$ cat config.mk
export PLATFORM = sky130hd
export DESIGN_NAME = sys_prio_queue
export DESIGN_NICKNAME = d
export VERILOG_FILES = /design/src/rtl/spq_pkg.sv /design/src/rtl/spq_rst_sync.sv /design/src/rtl/spq_cmpx.sv /design/src/rtl/spq_array.sv /design/src/rtl/spq_occupancy.sv /design/src/rtl/sys_prio_queue.sv
export SDC_FILE = /design/constraint.sdc
export NUM_CORES = 1
export LEC_CHECK = 0
export BUFFER_PORTS_ARGS = -buffer_cell sky130_fd_sc_hd__buf_4
export CAP_MARGIN = 10
export CELL_PAD_IN_SITES_DETAIL_PLACEMENT = 1
export CELL_PAD_IN_SITES_GLOBAL_PLACEMENT = 1
export CORE_ASPECT_RATIO = 0.7
export CORE_UTILIZATION = 40
export CTS_CLUSTER_DIAMETER = 60
export DETAILED_ROUTE_END_ITERATION = 10
export PLACE_DENSITY = 0.8
export SYNTH_ARGS = -nofsm -noshare
export SYNTH_HDL_FRONTEND = slang
export SYNTH_SLANG_ARGS = --single-unit
$ cat constraint.sdc
create_clock -name clk -period 8.65 [get_ports clk]
set_input_delay 1.2975 -clock clk [delete_from_list [all_inputs] [get_ports clk]]
set_output_delay 1.2975 -clock clk [all_outputs]
set_load 0.03 [all_outputs]
$ cat src/rtl/spq_pkg.sv
package spq_pkg;
  typedef enum logic [1:0] {
    SPQ_IDLE = 2'd0,
    SPQ_PUSH = 2'd1,
    SPQ_POP  = 2'd2
  } spq_op_e;
endpackage

$ cat src/rtl/spq_rst_sync.sv
module spq_rst_sync (
  input  logic clk,
  input  logic rst_n,
  output logic rst_sync_n
);
  logic meta_q;
  logic sync_q;

  always_ff @(posedge clk or negedge rst_n) begin
    if (!rst_n) begin
      meta_q <= 1'b0;
      sync_q <= 1'b0;
    end else begin
      meta_q <= 1'b1;
      sync_q <= meta_q;
    end
  end

  assign rst_sync_n = sync_q;
endmodule

$ cat src/rtl/spq_cmpx.sv
// Compare-exchange cell: the upper (lower-index) slot keeps the larger
// valid key; equal keys are left in place.
module spq_cmpx #(
  parameter int KEY_W = 8,
  parameter int TAG_W = 8,
  localparam int EW = 1 + KEY_W + TAG_W
) (
  input  logic [EW-1:0] up_i,
  input  logic [EW-1:0] dn_i,
  output logic [EW-1:0] up_o,
  output logic [EW-1:0] dn_o
);
  logic             up_v, dn_v;
  logic [KEY_W-1:0] up_k, dn_k;
  logic             swap;

  always_comb begin
    up_v = up_i[EW-1];
    dn_v = dn_i[EW-1];
    up_k = up_i[EW-2 -: KEY_W];
    dn_k = dn_i[EW-2 -: KEY_W];
    swap = dn_v && (!up_v || (dn_k > up_k));
    up_o = swap ? dn_i : up_i;
    dn_o = swap ? up_i : dn_i;
  end
endmodule

$ cat src/rtl/spq_array.sv
module spq_array
  import spq_pkg::*;
#(
  parameter int DEPTH = 15,
  parameter int KEY_W = 8,
  parameter int TAG_W = 8,
  localparam int EW = 1 + KEY_W + TAG_W,
  localparam int NPAIR = DEPTH / 2
) (
  input  logic          clk,
  input  logic          rst_n,
  input  spq_op_e       op_i,
  input  logic [EW-1:0] new_i,
  output logic [EW-1:0] head_o
);
  logic [EW-1:0] slot_q  [DEPTH];
  logic [EW-1:0] shift_c [DEPTH];
  logic [EW-1:0] order_c [DEPTH];
  logic          load;

  // shift stage
  always_comb begin
    for (int j = 0; j < DEPTH; j++) begin
      unique case (op_i)
        SPQ_PUSH: shift_c[j] = (j == 0) ? new_i : slot_q[(j == 0) ? 0 : j - 1];
        SPQ_POP:  shift_c[j] = (j == DEPTH - 1) ? '0 : slot_q[(j == DEPTH - 1) ? j : j + 1];
        default:  shift_c[j] = slot_q[j];
      endcase
    end
  end

  // one layer of pairwise compare-exchange
  for (genvar p = 0; p < NPAIR; p++) begin : g_pair
    spq_cmpx #(.KEY_W(KEY_W), .TAG_W(TAG_W)) u_cmpx (
      .up_i (shift_c[2*p]),
      .dn_i (shift_c[2*p+1]),
      .up_o (order_c[2*p]),
      .dn_o (order_c[2*p+1])
    );
  end

  if ((DEPTH % 2) == 1) begin : g_tail
    assign order_c[DEPTH-1] = shift_c[DEPTH-1];
  end

  assign load = (op_i != SPQ_IDLE);

  always_ff @(posedge clk or negedge rst_n) begin
    if (!rst_n) begin
      for (int j = 0; j < DEPTH; j++) slot_q[j] <= '0;
    end else if (load) begin
      for (int j = 0; j < DEPTH; j++) slot_q[j] <= order_c[j];
    end
  end

  assign head_o = slot_q[0];
endmodule

$ cat src/rtl/spq_occupancy.sv
module spq_occupancy
  import spq_pkg::*;
#(
  parameter int DEPTH = 15,
  localparam int CNT_W = $clog2(DEPTH + 1)
) (
  input  logic             clk,
  input  logic             rst_n,
  input  spq_op_e          op_i,
  output logic [CNT_W-1:0] count_o,
  output logic             full_o,
  output logic             empty_o,
  output logic             ovf_o
);
  localparam logic [CNT_W-1:0] CNT_MAX = CNT_W'(DEPTH);
  localparam logic [CNT_W-1:0] CNT_ONE = CNT_W'(1);

  logic [CNT_W-1:0] cnt_q, cnt_d;
  logic             ovf_q, ovf_d;
  logic             cnt_en;

  always_comb begin
    cnt_d  = cnt_q;
    ovf_d  = 1'b0;
    cnt_en = 1'b0;
    unique case (op_i)
      SPQ_PUSH: begin
        if (cnt_q == CNT_MAX) begin
          ovf_d = 1'b1;
        end else begin
          cnt_d  = cnt_q + CNT_ONE;
          cnt_en = 1'b1;
        end
      end
      SPQ_POP: begin
        cnt_d  = cnt_q - CNT_ONE;
        cnt_en = 1'b1;
      end
      default: ;
    endcase
  end

  always_ff @(posedge clk or negedge rst_n) begin
    if (!rst_n) begin
      cnt_q <= '0;
      ovf_q <= 1'b0;
    end else begin
      ovf_q <= ovf_d;
      if (cnt_en) cnt_q <= cnt_d;
    end
  end

  assign count_o = cnt_q;
  assign full_o  = (cnt_q == CNT_MAX);
  assign empty_o = (cnt_q == '0);
  assign ovf_o   = ovf_q;
endmodule

$ cat src/rtl/sys_prio_queue.sv
module sys_prio_queue
  import spq_pkg::*;
#(
  parameter int DEPTH = 15,
  parameter int KEY_W = 8,
  parameter int TAG_W = 8,
  localparam int EW = 1 + KEY_W + TAG_W,
  localparam int CNT_W = $clog2(DEPTH + 1)
) (
  input  logic             clk,
  input  logic             rst_n,
  input  logic             ins_i,
  input  logic [KEY_W-1:0] ins_key_i,
  input  logic [TAG_W-1:0] ins_tag_i,
  input  logic             ext_i,
  output logic             out_vld_o,
  output logic [KEY_W-1:0] out_key_o,
  output logic [TAG_W-1:0] out_tag_o,
  output logic             head_vld_o,
  output logic [KEY_W-1:0] head_key_o,
  output logic [TAG_W-1:0] head_tag_o,
  output logic             full_o,
  output logic             empty_o,
  output logic [CNT_W-1:0] count_o,
  output logic             ovf_o
);
  logic          rst_s;
  spq_op_e       op;
  logic [EW-1:0] head;
  logic [EW-1:0] new_ent;
  logic          res_vld_q, res_vld_d;
  logic [EW-1:0] res_q;
  logic          res_en;

  spq_rst_sync u_rst (
    .clk        (clk),
    .rst_n      (rst_n),
    .rst_sync_n (rst_s)
  );

  // pop wins over push; a pop on an empty queue does nothing to state
  always_comb begin
    if (ext_i) op = empty_o ? SPQ_IDLE : SPQ_POP;
    else if (ins_i) op = SPQ_PUSH;
    else op = SPQ_IDLE;
  end

  assign new_ent = {1'b1, ins_key_i, ins_tag_i};

  spq_array #(.DEPTH(DEPTH), .KEY_W(KEY_W), .TAG_W(TAG_W)) u_array (
    .clk    (clk),
    .rst_n  (rst_s),
    .op_i   (op),
    .new_i  (new_ent),
    .head_o (head)
  );

  spq_occupancy #(.DEPTH(DEPTH)) u_occ (
    .clk     (clk),
    .rst_n   (rst_s),
    .op_i    (op),
    .count_o (count_o),
    .full_o  (full_o),
    .empty_o (empty_o),
    .ovf_o   (ovf_o)
  );

  // pop result register; an empty head is the all-zero marker
  always_comb begin
    res_en    = ext_i;
    res_vld_d = ext_i && !empty_o;
  end

  always_ff @(posedge clk or negedge rst_s) begin
    if (!rst_s) begin
      res_vld_q <= 1'b0;
      res_q     <= '0;
    end else begin
      res_vld_q <= res_vld_d;
      if (res_en) res_q <= head;
    end
  end

  assign out_vld_o  = res_vld_q;
  assign out_key_o  = res_q[EW-2 -: KEY_W];
  assign out_tag_o  = res_q[TAG_W-1:0];
  assign head_vld_o = head[EW-1];
  assign head_key_o = head[EW-2 -: KEY_W];
  assign head_tag_o = head[TAG_W-1:0];
endmodule

* Yosys cells after proc, flatten, opt, wreduce, memory -nomap -nowiden
Index checks and enable logic that the tools add are counted. Widths: inputs -> output; s select.
Operators by class: muxes and demuxes 38, $mul 0, divide/modulo/power cells 0, $lt $le $gt $ge 7, shift-type cells 0, reductions and logical operators 28, bitwise operators 0, $add $sub $neg 2, equality and inequality tests 4
Operator list (count):
- $pmux 17 s2 | 15
- $mux 17 | 14
- $gt 8x8->1 | 7
- $logic_and 1x1->1 | 8
- $logic_not 1->1 | 8
- $pmux 4 s2 | 1
- $logic_or 1x1->1 | 7
- $add 4x1->4 const B | 1
- $eq 4x4->1 const B | 1
- $logic_not 4->1 | 1
- $mux 1 | 4
- $mux 2 | 2
- $mux 4 | 1
- $reduce_bool 2->1 | 2
- $sub 4x1->4 const B | 1
- $reduce_and 3->1 | 1
- $eq 2x1->1 const B | 1
- $eq 2x2->1 const B | 1
- $ne 2x2->1 const B | 1
- $pmux 1 s2 | 1
- $reduce_and 2->1 | 1
Word-level totals: bits in read-only memories 0, bits in latches 0, logic and storage cells 100, memories kept 0, bits in registers 279, bits of input ports 20, RAM bits 0

* Depth between registers and ports, before layout
Gate-level depths: netlist of the first run.
depth in word-level cells 9, depth in mapped cells 20, mapped depth without buffers 14

* By module
From an unflattened synthesis of the first run, not the netlist that was laid out.
Second synthesis, totals: cells, all modules 2284, area, all modules 22047.4 µm²
By module, submodules not included:
- spq_array | instances 1, area an instance 14186.1 µm², cells each 1417
- spq_cmpx | instances 7, area an instance 967.2 µm², cells each 113
- sys_prio_queue | instances 1, area an instance 684.4 µm², cells each 38
- spq_occupancy | instances 1, area an instance 352.8 µm², cells each 35
- spq_rst_sync | instances 1, area an instance 53.8 µm², cells each 3

* Worst setup path after synthesis of the first run
OpenSTA, ideal clock, no wires.
path kind input to register, from input port ext_i, to register u_array.slot_q[218] (netlist name), path buffers 8, stages on the path 18, slack 4.144 ns, setup time 0.142 ns, data arrival time 4.364 ns, cells stage by stage buf_2 nor2b_1 buf_2 buf_2 buf_2 buf_2 clkbuf_1 a22oi_1 a21boi_0 ha_1 nand4_1 o21a_1 nor3_1 buf_4 a21oi_4 nor2_1 buf_2 a221oi_1
Between the ends: cells in the longest elaborated chain, start to end 7, elaborated cells on any way between the ends 11
RTL lines:
- start: declaration | line sys_prio_queue.sv:15 | input logic ext_i,
- $mux 2 (*) | line sys_prio_queue.sv:43 | if (ext_i) op = empty_o ? SPQ_IDLE : SPQ_POP;
- $eq 2x2->1 or $eq 2x1->1 (tied branches) | line spq_array.sv:24 | unique case (op_i)
- $pmux 17 s2 | line spq_array.sv:24
- $gt 8x8->1 or $logic_not 1->1 (tied branches) | line spq_cmpx.sv:22 | swap = dn_v && (!up_v || (dn_k > up_k));
- $logic_or 1x1->1 | line spq_cmpx.sv:22
- $logic_and 1x1->1 | line spq_cmpx.sv:22
- $mux 17 | line spq_cmpx.sv:23 | up_o = swap ? dn_i : up_i;
- end: declaration | line spq_array.sv:16 | logic [EW-1:0] slot_q [DEPTH];
Every way passes the cells marked *; elsewhere a longest branch is shown, timed or not. A chain may end at the register's enable or synchronous reset.

* Worst setup path in the final report of the first run
from register u_occ.cnt_q[0] (netlist: u_occ.count_o[0]), to register u_array.slot_q[199] (netlist name)
Between the ends: cells in the longest elaborated chain, start to end 9, elaborated cells on any way between the ends 13
RTL lines:
- start: declaration | line spq_occupancy.sv:18 | logic [CNT_W-1:0] cnt_q, cnt_d;
- start signal: assignment | line spq_occupancy.sv:49 | if (cnt_en) cnt_q <= cnt_d;
- $logic_not 4->1 (*) | line spq_occupancy.sv:55 | assign empty_o = (cnt_q == '0);
- $mux 2 (*) (2 in series) | line sys_prio_queue.sv:43
- $eq 2x2->1 or $eq 2x1->1 (tied branches) | line spq_array.sv:24
- $pmux 17 s2 | line spq_array.sv:24
- $gt 8x8->1 or $logic_not 1->1 (tied branches) | line spq_cmpx.sv:22
- $logic_or 1x1->1 | line spq_cmpx.sv:22
- $logic_and 1x1->1 | line spq_cmpx.sv:22
- $mux 17 | line spq_cmpx.sv:24 | dn_o = swap ? up_i : dn_i;
Marked as above.

==> metrics.md, run 1 <==
| Metric | Value |
|---|---|
| Drt total wl | `51.5 mm` |
| Worst setup SP type | `flop` |
| Multi-input logic area | `between 8000 and 9000 µm²` |
| Most common cell after layout, fill and taps aside | `dfrtp_1` |
| Hold depth | `0` |
| Reg2Reg Setup Slack | `about 2800 ps` |
| CP delay by family, top | `simple AND/OR/NAND/NOR gates` |
| Main synth FF type | `dfrtp_1` |
| Die ar. | `around 43000 µm²` |
| Register area share after synthesis | `roughly two fifths` |
| Top post-synthesis cells by area | `dfrtp_1 42%, nand2_1 5.9%, a22oi_1 5.2%` |
| Initial antenna violation count | `0` |
| Global-route wire length before repair | `86.0 mm` |
| Min Tclk post-route | `~6000 ps` |
| Diodes inserted | `0` |
| Slew headroom | `about 22%` |
| Post-CTS Setup Bufs | `0` |
| Clk buf depth | `3` |
| Largest net degree at the start of global routing | `about 220` |
| Hold_buf cts | `0` |
| Final period utilization | `roughly two thirds` |
| H-tree depth | `1` |
| Synthesized area | `16700 µm²` |
| Pre-antenna DRT Iters | `6` |
| Utilization after layout | `approximately 44%` |
| Fin Setup TNS | `0 ps` |
| Setup crit end kind | `flop` |
| Synth cell types | `60` |
| Final ANT Viol Nets | `0` |
| Cts bufs inserted | `29` |
| Crit-path max cell delay | `between 900 and 1000 ps` |
| Total grt overflow | `0` |
| Rows | `62` |
| EDFF count, synth | `0` |
| PD cells | `~370 nW/µm²` |
| Width of the die | `about 250 µm` |
| Top Metal Used | `met4` |
| Crit Path Max Fanout | `roughly 110` |
| Synth warnings | `0` |
| Hold slack | `between 300 and 400 ps` |
| Setup CP Type | `flop to flop` |
| Final Power | `6.77 mW` |
| Final Wtd Congestion | `~0.80` |
| Routed length per instance | `21.6 µm` |
| Met3 routed WL | `2.20 mm` |
| Slowest cell on crit path | `nor3_2` |
| CP required | `roughly 9000 ps` |
| Post-Layout Cell Count | `between 2k and 2.5k` |
| Post-route setup slack | `roughly 2800 ps` |
| Cell Chain, Critical Path | `o41ai_4 -> inv_8 -> nor2_4 -> buf_4 -> a21boi_0 -> ha_1 -> nand4_1 -> o21a_1 -> nor3_2 -> a21oi_4 -> buf_4 -> nor2_1 -> a221oi_1` |
| Worst slew pin tran | `~1200 ps` |
| Clk_lat worst skew | `590 ps` |
| Root Driver | `clkbuf_16` |
| Flip-flop and latch count after synthesis | `~280` |
| HP Class | `flop to flop` |
| Hold endpoint | `u_rst.rst_sync_n$_DFF_PN0_` |
| Drt initial violations | `between 1k and 1.5k` |
| Min-delay src | `u_rst.meta_q$_DFF_PN0_` |
| Arrival @ worst endpoint | `about 6300 ps` |
| CTS tree | `done` |
| Clock Skew | `about 22 ps` |
| Final instance area | `18200 µm²` |
| Synth top area share | `approximately two fifths` |
| Synth area leader | `dfrtp_1` |
| Average size of a mapped cell | `slightly below 9 µm²` |
| Clock sinks | `about 280` |
| R2r startpoint | `u_occ.count_o[0]$_DFFE_PN0P_` |
| Layout filler cell count | `approximately 4.8k` |
| Initial core utilization | `roughly two fifths` |
| Final hold viol count | `0` |
| Max-cap violation count | `0` |
| CP bufs+invs | `3` |
| Wire length on met2 | `roughly 24 mm` |
| Core footprint | `around 41000 µm²` |
| Leakage | `between 7 and 8 nW` |
| Dpl ws | `around 2300 ps` |
| Vias | `around 15k` |
| Met1 wire length | `approximately 25 mm` |
| RSZ-0062 raised after global routing | `false` |
| # port buffers | `60` |
| R2R cell count | `13` |
| Vias per inst | `roughly 6.5` |
| Chip Height | `roughly 170 µm` |
| Final setup viols | `0` |
| Clock transition at path regs | `60 ps` |
| Storage element area | `approximately 7000 µm²` |
| NumNets Final | `between 1.5k and 2k` |
| Resized Gates After CTS | `0` |
| Slew Viols, Final | `0` |
| Reg2reg end | `u_array.slot_q[199]$_DFFE_PN0P_` |
| Peak VDD IR | `around 0.00019 V` |
| HPWL Detailed | `~32 mm` |
| Cell repeated most along the worst path | `buf_4` |
| GRT Util Overall | `between 20% and 30%` |
| Async set or reset register ratio after synthesis | `between 90% and 100%` |
| Num ports | `just over 60` |
| Max Fclk | `~170 MHz` |
| Layout cell share with drive strength beyond 1 | `under 10%` |
| Post-Place Cell Area | `17200 µm²` |
| Synth-to-layout area growth | `8.65%` |
| # placed instances | `2332` |
| Status | `completed` |
| Commonest cells after routing, fill and taps aside | `278 x dfrtp_1, 261 x nand2_1, 131 x nor2_1` |
| Mapped Nets | `between 1.5k and 2k` |
| Synthesized instance count | `roughly 1.9k` |
| Vias in the first global route | `roughly 16k` |
| Remaining DRCs | `0` |
-- synth_stat cells (18+ instances only) --
| master | instances |
|---|---|
| o21ai_0 | 67 |
| o22ai_1 | 127 |
| inv_1 | 43 |
| a221oi_1 | 61 |
| buf_4 | 27 |
| ha_1 | 58 |
| a21oi_1 | 100 |
| mux2i_1 | 18 |
| a22oi_1 | 117 |
| clkbuf_1 | 83 |
| a31oi_1 | 57 |
| nand2_1 | 262 |
| nand3_1 | 62 |
| o21ai_1 | 31 |
| buf_1 | 24 |
| buf_2 | 51 |
| a22o_1 | 60 |
| nor2_1 | 131 |
| dfrtp_1 | 279 |
-- kinds of logic after synthesis --
kind of cell / share of synthesized area (%)
simple gates: 13.5
fa+ha+maj: 4.46
other cells: 0.0224
flops: 41.7
mux: 2.22
compound gates: 31.5
xor+xnor: 0.209
buf+inv: 6.34
-- layout make-up --
class	instances	area share (%)
clock buffer	46	4.73
clock inverter	8	0.454
inverter	44	0.950
multi-input combinational	1382	48.1
sequential	279	38.4
tap	544	3.74
timing repair buffer	83	3.63
-- flip-flops by register name, summed over array words and instances (netlist names) --
signal	count
out_vld_o	1
res_q	16
u_array.head_o	17
u_array.slot_q	238
u_occ.count_o	4
u_occ.ovf_o	1
u_rst.meta_q	1
u_rst.rst_sync_n	1
-- layer usage --
layer	GRT usage, %	up-vias
met2	37.4	372
met3	3.12	61
li1	-	7021
met1	35.6	8012
met4	5.58	0
met5	0	-
-- worst max-delay path by stage --
stage	endpoint	cells after the start	from	slack, ps
2_1_floorplan	out_vld_o$_DFF_PN0_	0	u_rst.rst_sync_n$_DFF_PN0_	300
3_3_place_gp	u_array.slot_q[199]$_DFFE_PN0P_	14	ext_i	2540
3_5_place_dp	u_array.slot_q[217]$_DFFE_PN0P_	14	ext_i	2290
4_1_cts	u_array.slot_q[217]$_DFFE_PN0P_	13	u_occ.count_o[0]$_DFFE_PN0P_	2780
5_1_grt	u_array.slot_q[202]$_DFFE_PN0P_	13	u_occ.count_o[0]$_DFFE_PN0P_	2360
6_report	u_array.slot_q[199]$_DFFE_PN0P_	13	u_occ.count_o[0]$_DFFE_PN0P_	2770
-- where the power goes --
part / internal (mW) / leakage [nW] / switching (mW)
sequential: 1.87 / 3.42 / 0.680
clock: 0.713 / 0.463 / 0.566
combinational: 1.18 / 4.00 / 1.77
No activity file was read; power rests on OpenSTA's default activity.
==> run 2, diff against run 1 <==
ABC_AREA = 1   (was not set)
PLACE_DENSITY = 0.85   (was 0.8)
clock period = 5.14 ns   (was 8.65 ns; I/O delays follow)
==> metrics.md, run 2 <==
| Metric | Value |
|---|---|
| Final Power | `12.4 mW (was 6.77 mW)` |
| Final hold viol count | `0 (unchanged)` |
| Largest net degree at the start of global routing | `136 (was 221)` |
| Synth top area share | `35.2% (was 41.7%)` |
| Arrival @ worst endpoint | `4750 ps (was 6260 ps)` |
| HPWL Detailed | `40.6 mm (was 32.5 mm)` |
| Core footprint | `48400 µm² (was 41100 µm²)` |
| Final period utilization | `83.1% (was 68.0%)` |
| Post-Place Cell Area | `20300 µm² (was 17200 µm²)` |
| Post-CTS Setup Bufs | `0 (unchanged)` |
| Resized Gates After CTS | `0 (unchanged)` |
| Setup crit end kind | `flop (unchanged)` |
| Synth Area in Adders | `3.76% (was 4.46%)` |
| Rows | `67 (was 62)` |
| Status | `completed (unchanged)` |
| Commonest cells after routing, fill and taps aside | `700 x nand2_1, 570 x inv_1, 469 x nand3_1 (was 278 x dfrtp_1, 261 x nand2_1, 131 x nor2_1)` |
| Synth Area in XOR/XNOR | `0.133% (was 0.209%)` |
| Main synth FF type | `dfrtp_1 (unchanged)` |
| Synthesized area | `19800 µm² (was 16700 µm²)` |
| Final ANT Viol Nets | `0 (unchanged)` |
| Initial antenna violation count | `0 (unchanged)` |
| Final Wtd Congestion | `0.816 (was 0.805)` |
| Post-Layout Cell Count | `3687 (was 2386)` |
| Most common cell in the netlist | `nand2_1 (was dfrtp_1)` |
| Min Tclk post-route | `4270 ps (was 5880 ps)` |
| Global-route wire length before repair | `102 mm (was 86.0 mm)` |
| PD cells | `580 nW/µm² (was 372 nW/µm²)` |
| Synth-to-layout area growth | `7.83% (was 8.65%)` |
| Clock transition at path regs | `60 ps (about the same)` |
| Clock sinks | `279 (unchanged)` |
| Commonest cells post-synth | `700 x nand2_1, 570 x inv_1, 469 x nand3_1, 402 x nor2_1, 279 x dfrtp_1 (was 279 x dfrtp_1, 262 x nand2_1, 131 x nor2_1, 127 x o22ai_1, 117 x a22oi_1)` |
| Max-cap violation count | `0 (unchanged)` |
| # port buffers | `60 (unchanged)` |
| Async set or reset register ratio after synthesis | `100% (unchanged)` |
| Synth Area in Simple Gates | `35.9% (was 13.5%)` |
| # placed instances | `3630 (was 2332)` |
| Worst setup SP type | `flop (unchanged)` |
| GRT Util Overall | `23.9% (was 24.1%)` |
| Max Fclk | `234 MHz (was 170 MHz)` |
| Chip Height | `188 µm (was 173 µm)` |
| CTS tree | `done (unchanged)` |
| Leakage | `11.5 nW (was 7.89 nW)` |
| Hold_buf cts | `1 (was 0)` |
| Synth Area in Compound Gates | `8.32% (was 31.5%)` |
| Setup CP Type | `flop to flop (unchanged)` |
| Hold slack | `335 ps (was 357 ps)` |
| Average size of a mapped cell | `6.46 µm² (was 8.84 µm²)` |
| Slew Viols, Final | `0 (unchanged)` |
| Top post-synthesis cells by area | `dfrtp_1 35%, nand2_1 13%, nand3_1 12% (was dfrtp_1 42%, nand2_1 5.9%, a22oi_1 5.2%)` |
| Synth area leader | `dfrtp_1 (unchanged)` |
| RSZ-0062 raised after global routing | `false (unchanged)` |
| Peak VDD IR | `0.000292 V (was 0.000187 V)` |
| Dpl ws | `762 ps (was 2290 ps)` |
| Num ports | `61 (unchanged)` |
| Layout cell share with drive strength beyond 1 | `7.82% (was 9.50%)` |
| Vias in the first global route | `21.1k (was 16.1k)` |
| CP required | `5620 ps (was 9030 ps)` |
| Largest family of logic cells by synthesized area | `simple AND/OR/NAND/NOR gates (was compound AO/OA/AOI/OAI gates)` |
| Post-route setup slack | `867 ps (was 2770 ps)` |
| Root Driver | `clkbuf_16 (unchanged)` |
| H-tree depth | `1 (unchanged)` |
| Vias | `19.5k (was 15.5k)` |
| Synth cell types | `31 (was 60)` |
| HP Class | `flop to asynchronous set/reset pin (was flop to flop)` |
| Cts bufs inserted | `31 (was 29)` |
| Final instance area | `21400 µm² (was 18200 µm²)` |
| Clock Skew | `20.1 ps (was 22.2 ps)` |
| Diodes inserted | `0 (unchanged)` |
| Mapped Nets | `3147 (was 1972)` |
| Drt initial violations | `1212 (was 1426)` |
| Register area share after synthesis | `35.2% (was 41.7%)` |
| NumNets Final | `3088 (was 1898)` |
| Die ar. | `50400 µm² (was 42700 µm²)` |
| Max reg flops | `238 (unchanged)` |
| Remaining DRCs | `0 (unchanged)` |
| Most common cell after layout, fill and taps aside | `nand2_1 (was dfrtp_1)` |
| Fin Setup TNS | `0 ps (unchanged)` |
| Width of the die | `268 µm (was 246 µm)` |
| Flip-flop and latch count after synthesis | `279 (unchanged)` |
| EDFF count, synth | `0 (unchanged)` |
| Worst slew pin tran | `1230 ps (was 1160 ps)` |
| Utilization after layout | `44.2% (about the same)` |
| Total grt overflow | `0 (unchanged)` |
| Slew headroom | `17.8% (was 22.4%)` |
| Largest Register | `u_array.slot_q (unchanged)` |
| Synthesized instance count | `3068 (was 1893)` |
| Vias per inst | `5.29 (was 6.48)` |
| Drt total wl | `59.5 mm (was 51.5 mm)` |
| Clk buf depth | `3 (unchanged)` |
| Clk_lat worst skew | `600 ps (was 590 ps)` |
| Synth warnings | `0 (unchanged)` |
| Routed length per instance | `16.1 µm (was 21.6 µm)` |
| Pre-antenna DRT Iters | `5 (was 6)` |
| Final setup viols | `0 (unchanged)` |
| Initial core utilization | `41.0% (was 40.7%)` |
| Crit Path Max Fanout | `51 (was 113)` |
| Mux contribution to synthesized area | `0.0568% (was 2.22%)` |
-- run 2: cell count changes after synthesis, sizes merged, moves of 54 or more --
cell    before  now
a22oi      118    0
a21oi      105   15
a31oi       58    0
buf        105  172
a221oi      68    0
a22o        60    0
o21ai       98  152
inv         44  573
nand3       62  470
clkbuf      83   17
nand2      263  718
nor2       133  468
-- run 2: cell families (layout without fill, tap and decap cells) --
group | after synthesis | in the layout
xor gates and xnor gates | 3 | 3
and+or+nand+nor | 1668 | 1668
DFF | 279 | 279
buffers and inverters | 762 | 726
adders and majority gates | 59 | 59
AOI/OAI and AO/OA | 295 | 295
other | 1 | 1
muxes | 1 | 1
-- run 2: critical path, stage by stage, from the launching register on --
cell     delay (ps)
dfrtp_1         470
nor2_2          180
nand3_4         170
nand2_8         290
nand2_8         310
buf_12          280
buf_4           180
nor2_1          200
nor2_2           90
ha_1            340
nand2_1         110
nor2_1          230
nand4_1         150
nand2_1         150
nand2_2          70
nand2_2         540
nand2_1         160
nand3_1         130
nand2_1          50
-- run 2: per-layer routing --
layer  share of wire [%]  track usage [%]
met1                  46             31.2
met5                   0                0
met4                 1.5             5.19
met2                  50             42.1
met3                 3.3             2.85
-- run 2: power by group --
group	switching (mW)	internal (mW)
clock	0.988	1.29
sequential	0.426	3.08
combinational	4.48	2.13
total	5.89	6.50
-- run 2: area by class of cell --
type | instances | area (µm²)
clock buffer | 51 | 981
clock inverter | 5 | 28.8
sequential | 279 | 6990
fill | 6471 | 27000
inverter | 573 | 2150
timing repair buffer | 97 | 818
multi-input combinational | 2027 | 9570
tap | 655 | 820
-- run 2: worst paths after layout --
check                                             start                         endpoint  slack, ps  cells after the start
min in group clk                 u_rst.meta_q$_DFF_PN0_       u_rst.rst_sync_n$_DFF_PN0_        350                      0
max in group asynchronous    u_rst.rst_sync_n$_DFF_PN0_   u_array.slot_q[36]$_DFFE_PN0P_       3570                      1
setup / recovery           u_occ.count_o[0]$_DFFE_PN0P_  u_array.slot_q[149]$_DFFE_PN0P_        870                     18
hold / removal               u_rst.rst_sync_n$_DFF_PN0_  u_array.slot_q[196]$_DFFE_PN0P_        330                      0
hold reg to reg              u_rst.rst_sync_n$_DFF_PN0_  u_array.slot_q[196]$_DFFE_PN0P_        330                      0
setup reg to reg           u_occ.count_o[0]$_DFFE_PN0P_  u_array.slot_q[149]$_DFFE_PN0P_        870                     18
==> run 3, diff against run 2 <==
clock period = 3.76 ns   (was 5.14 ns; I/O delays follow)
==> metrics.md, run 3 (synthesized netlist as in run 2, its figures left out) <==
| Metric | Value |
|---|---|
| Status | `completed (unchanged)` |
| Max-cap violation count | `0 (unchanged)` |
| Min Tclk post-route | `3550 ps (was 4270 ps)` |
| H-tree depth | `1 (unchanged)` |
| Rows | `67 (unchanged)` |
| Routed length per instance | `16.2 µm (was 16.1 µm)` |
| RSZ-0062 raised after global routing | `false (unchanged)` |
| Slew headroom | `26.8% (was 17.8%)` |
| Vias in the first global route | `21.4k (was 21.1k)` |
| Post-Layout Cell Count | `3706 (was 3687)` |
| Max reg flops | `238 (unchanged)` |
| Drt total wl | `60.2 mm (was 59.5 mm)` |
| GRT Util Overall | `24.2% (was 23.9%)` |
| # placed instances | `3648 (was 3630)` |
| # port buffers | `60 (unchanged)` |
| Drt initial violations | `1157 (was 1212)` |
| Slowest cell on crit path | `dfrtp_2 (was nand2_2)` |
| NumNets Final | `3106 (was 3088)` |
| Clock transition at path regs | `60 ps (about the same)` |
| Vias per inst | `5.29 (about the same)` |
| Slew Viols, Final | `0 (unchanged)` |
| Diodes inserted | `0 (unchanged)` |
| Utilization after layout | `44.7% (was 44.2%)` |
| Worst slew pin tran | `1100 ps (was 1230 ps)` |
| PD cells | `779 nW/µm² (was 580 nW/µm²)` |
| Cts bufs inserted | `31 (unchanged)` |
| Die ar. | `50400 µm² (unchanged)` |
| Net Switching | `8.01 mW (was 5.89 mW)` |
| Core footprint | `48400 µm² (unchanged)` |
| Comb power frac | `53.6% (was 53.3%)` |
| Clk pwr share | `17.9% (was 18.4%)` |
| Peak VDD IR | `0.000347 V (was 0.000292 V)` |
| Clk_lat worst skew | `590 ps (was 600 ps)` |
| Worst setup SP type | `flop (unchanged)` |
| Width of the die | `268 µm (unchanged)` |
| Initial core utilization | `41.0% (unchanged)` |
| Final setup viols | `0 (unchanged)` |
| Post-CTS Setup Bufs | `0 (unchanged)` |
| Total grt overflow | `0 (unchanged)` |
| Global-route wire length before repair | `102 mm (about the same)` |
| Layout filler cell count | `6436 (was 6471)` |
| Max Fclk | `282 MHz (was 234 MHz)` |
| Vias | `19.6k (was 19.5k)` |
| Remaining DRCs | `0 (unchanged)` |
| Crit Path Max Fanout | `40 (was 51)` |
| Initial antenna violation count | `0 (unchanged)` |
| Pre-antenna DRT Iters | `5 (unchanged)` |
| Layout cell share with drive strength beyond 1 | `8.36% (was 7.82%)` |
| Clock Skew | `18.4 ps (was 20.1 ps)` |
| CP bufs+invs | `3 (was 2)` |
| Num ports | `61 (unchanged)` |
| Largest Register | `u_array.slot_q (unchanged)` |
| Cell repeated most along the worst path | `nand2_1 (unchanged)` |
| Setup crit end kind | `flop (unchanged)` |
| Final Power | `16.9 mW (was 12.4 mW)` |
| Root Driver | `clkbuf_16 (unchanged)` |
| Fin Setup TNS | `0 ps (unchanged)` |
| Final ANT Viol Nets | `0 (unchanged)` |
| CP required | `4230 ps (was 5620 ps)` |
| HP Class | `input pin to asynchronous set/reset pin (was flop to asynchronous set/reset pin)` |
| Clk buf depth | `3 (unchanged)` |
| Chip Height | `188 µm (unchanged)` |
| HPWL Detailed | `42.4 mm (was 40.6 mm)` |
| Cell Chain, Critical Path | `nor2_2 -> nand3_4 -> nand2_8 -> buf_12 -> o22ai_1 -> nor2_1 -> inv_1 -> ha_1 -> nand2_1 -> nor2_1 -> nand4_1 -> nand2_1 -> nand2_2 -> nand2_2 -> buf_12 -> nand2_1 -> nand3_1 -> nand2_1 (was nor2_2 -> nand3_4 -> nand2_8 -> nand2_8 -> buf_12 -> buf_4 -> nor2_1 -> nor2_2 -> ha_1 -> nand2_1 -> nor2_1 -> nand4_1 -> nand2_1 -> nand2_2 -> nand2_2 -> nand2_1 -> nand3_1 -> nand2_1)` |
| Crit-path max cell delay | `460 ps (was 540 ps)` |
| Power Internal | `8.86 mW (was 6.50 mW)` |
| Final Wtd Congestion | `0.852 (was 0.816)` |
| Leakage | `11.6 nW (was 11.5 nW)` |
| Final hold viol count | `0 (unchanged)` |
| Sw Ratio | `47.5% (was 47.6%)` |
| Synth-to-layout area growth | `9.26% (was 7.83%)` |
| Commonest cells after routing, fill and taps aside | `700 x nand2_1, 570 x inv_1, 469 x nand3_1 (unchanged)` |
| CTS tree | `done (unchanged)` |
| Arrival @ worst endpoint | `4020 ps (was 4750 ps)` |
| Most common cell after layout, fill and taps aside | `nand2_1 (unchanged)` |
| Sequential share of power | `28.5% (was 28.3%)` |
| Setup CP Type | `flop to flop (unchanged)` |
| Final period utilization | `94.3% (was 83.1%)` |
| Clock sinks | `279 (unchanged)` |
| CP delay by family, top | `simple AND/OR/NAND/NOR gates (unchanged)` |
| Largest net degree at the start of global routing | `107 (was 136)` |
## run 3: cell count changes in the layout (fill, tap and decap cells not counted)
cell        before  now
buf_6            0    3
nor2_2          66   67
clkinvlp_4       0    1
dfrtp_1        278  277
clkbuf_1         7   10
buf_12           7   20
nor2_1         402  401
dfrtp_2          0    1
buf_4           89   91
nand2_2         15   13
clkinv_2         4    6
nand2_4          1    3
clkbuf_8        13    8
## run 3: path summary, 6_finish.rpt
path                                               from                             end  slack [ps]  depth (start not counted)
max in group asynchronous    u_rst.rst_sync_n$_DFF_PN0_  u_array.slot_q[70]$_DFFE_PN0P_        2120                          1
min                                               rst_n      u_rst.rst_sync_n$_DFF_PN0_         290                          2
min in group clk                 u_rst.meta_q$_DFF_PN0_      u_rst.rst_sync_n$_DFF_PN0_         350                          0
min reg2reg                      u_rst.meta_q$_DFF_PN0_      u_rst.rst_sync_n$_DFF_PN0_         350                          0
max                        u_occ.count_o[0]$_DFFE_PN0P_  u_array.slot_q[91]$_DFFE_PN0P_         210                         18
max reg2reg                u_occ.count_o[0]$_DFFE_PN0P_  u_array.slot_q[91]$_DFFE_PN0P_         210                         18
## run 3: repair_timing
item / 4_1_cts / 5_1_grt
hold endpoints to repair: 2 / 0
hold buffers: 1 / 0
endpoints found under the setup margin: 0 / 97
resized for setup: 0 / 10
## run 3: power groups by stage
stage / Sequential (mW) / Clock, mW / Combinational [mW]
after detailed placement: 4.85 / 0 / 8.92
after global placement: 4.77 / 0 / 8.26
after floorplan: 4.89 / 0 / 6.51
after CTS: 4.80 / 3.09 / 9.02
final: 4.81 / 3.02 / 9.04
after global routing: 4.93 / 3.18 / 10.2
## run 3: final cells by class
cell class                      count  area (µm²)  share of cell area [%]
Clock buffer                       49         923                    4.27
Timing Repair Buffer              115        1130                    5.21
Clock inverter                      8        46.3                   0.214
Multi-Input combinational cell   2027        9590                    44.3
Sequential cell                   279        6990                    32.3
Tap cell                          655         820                    3.79
Inverter                          573        2150                    9.95
## run 3: layer usage
layer  share of wire [%]  vias to the layer above  GRT usage [%]  wire [µm]
met4                 2.1                        0           6.81       1250
met2                  49                      280           42.0      29400
met1                  46                     9822           31.7      27800
li1                    -                     9420              -          -
met5                   0                        -              0          0
met3                 3.0                       81           2.60       1790
## run 3: metrics by stage
stage	hold WS, ps	setup slack [ps]	instance area (µm²)
2_1_floorplan	268	713	19800
3_3_place_gp	345	304	20600
3_5_place_dp	340	84.8	20600
4_1_cts	260	79.5	21600
5_1_grt	284	6.55	21600
6_report	291	213	21600
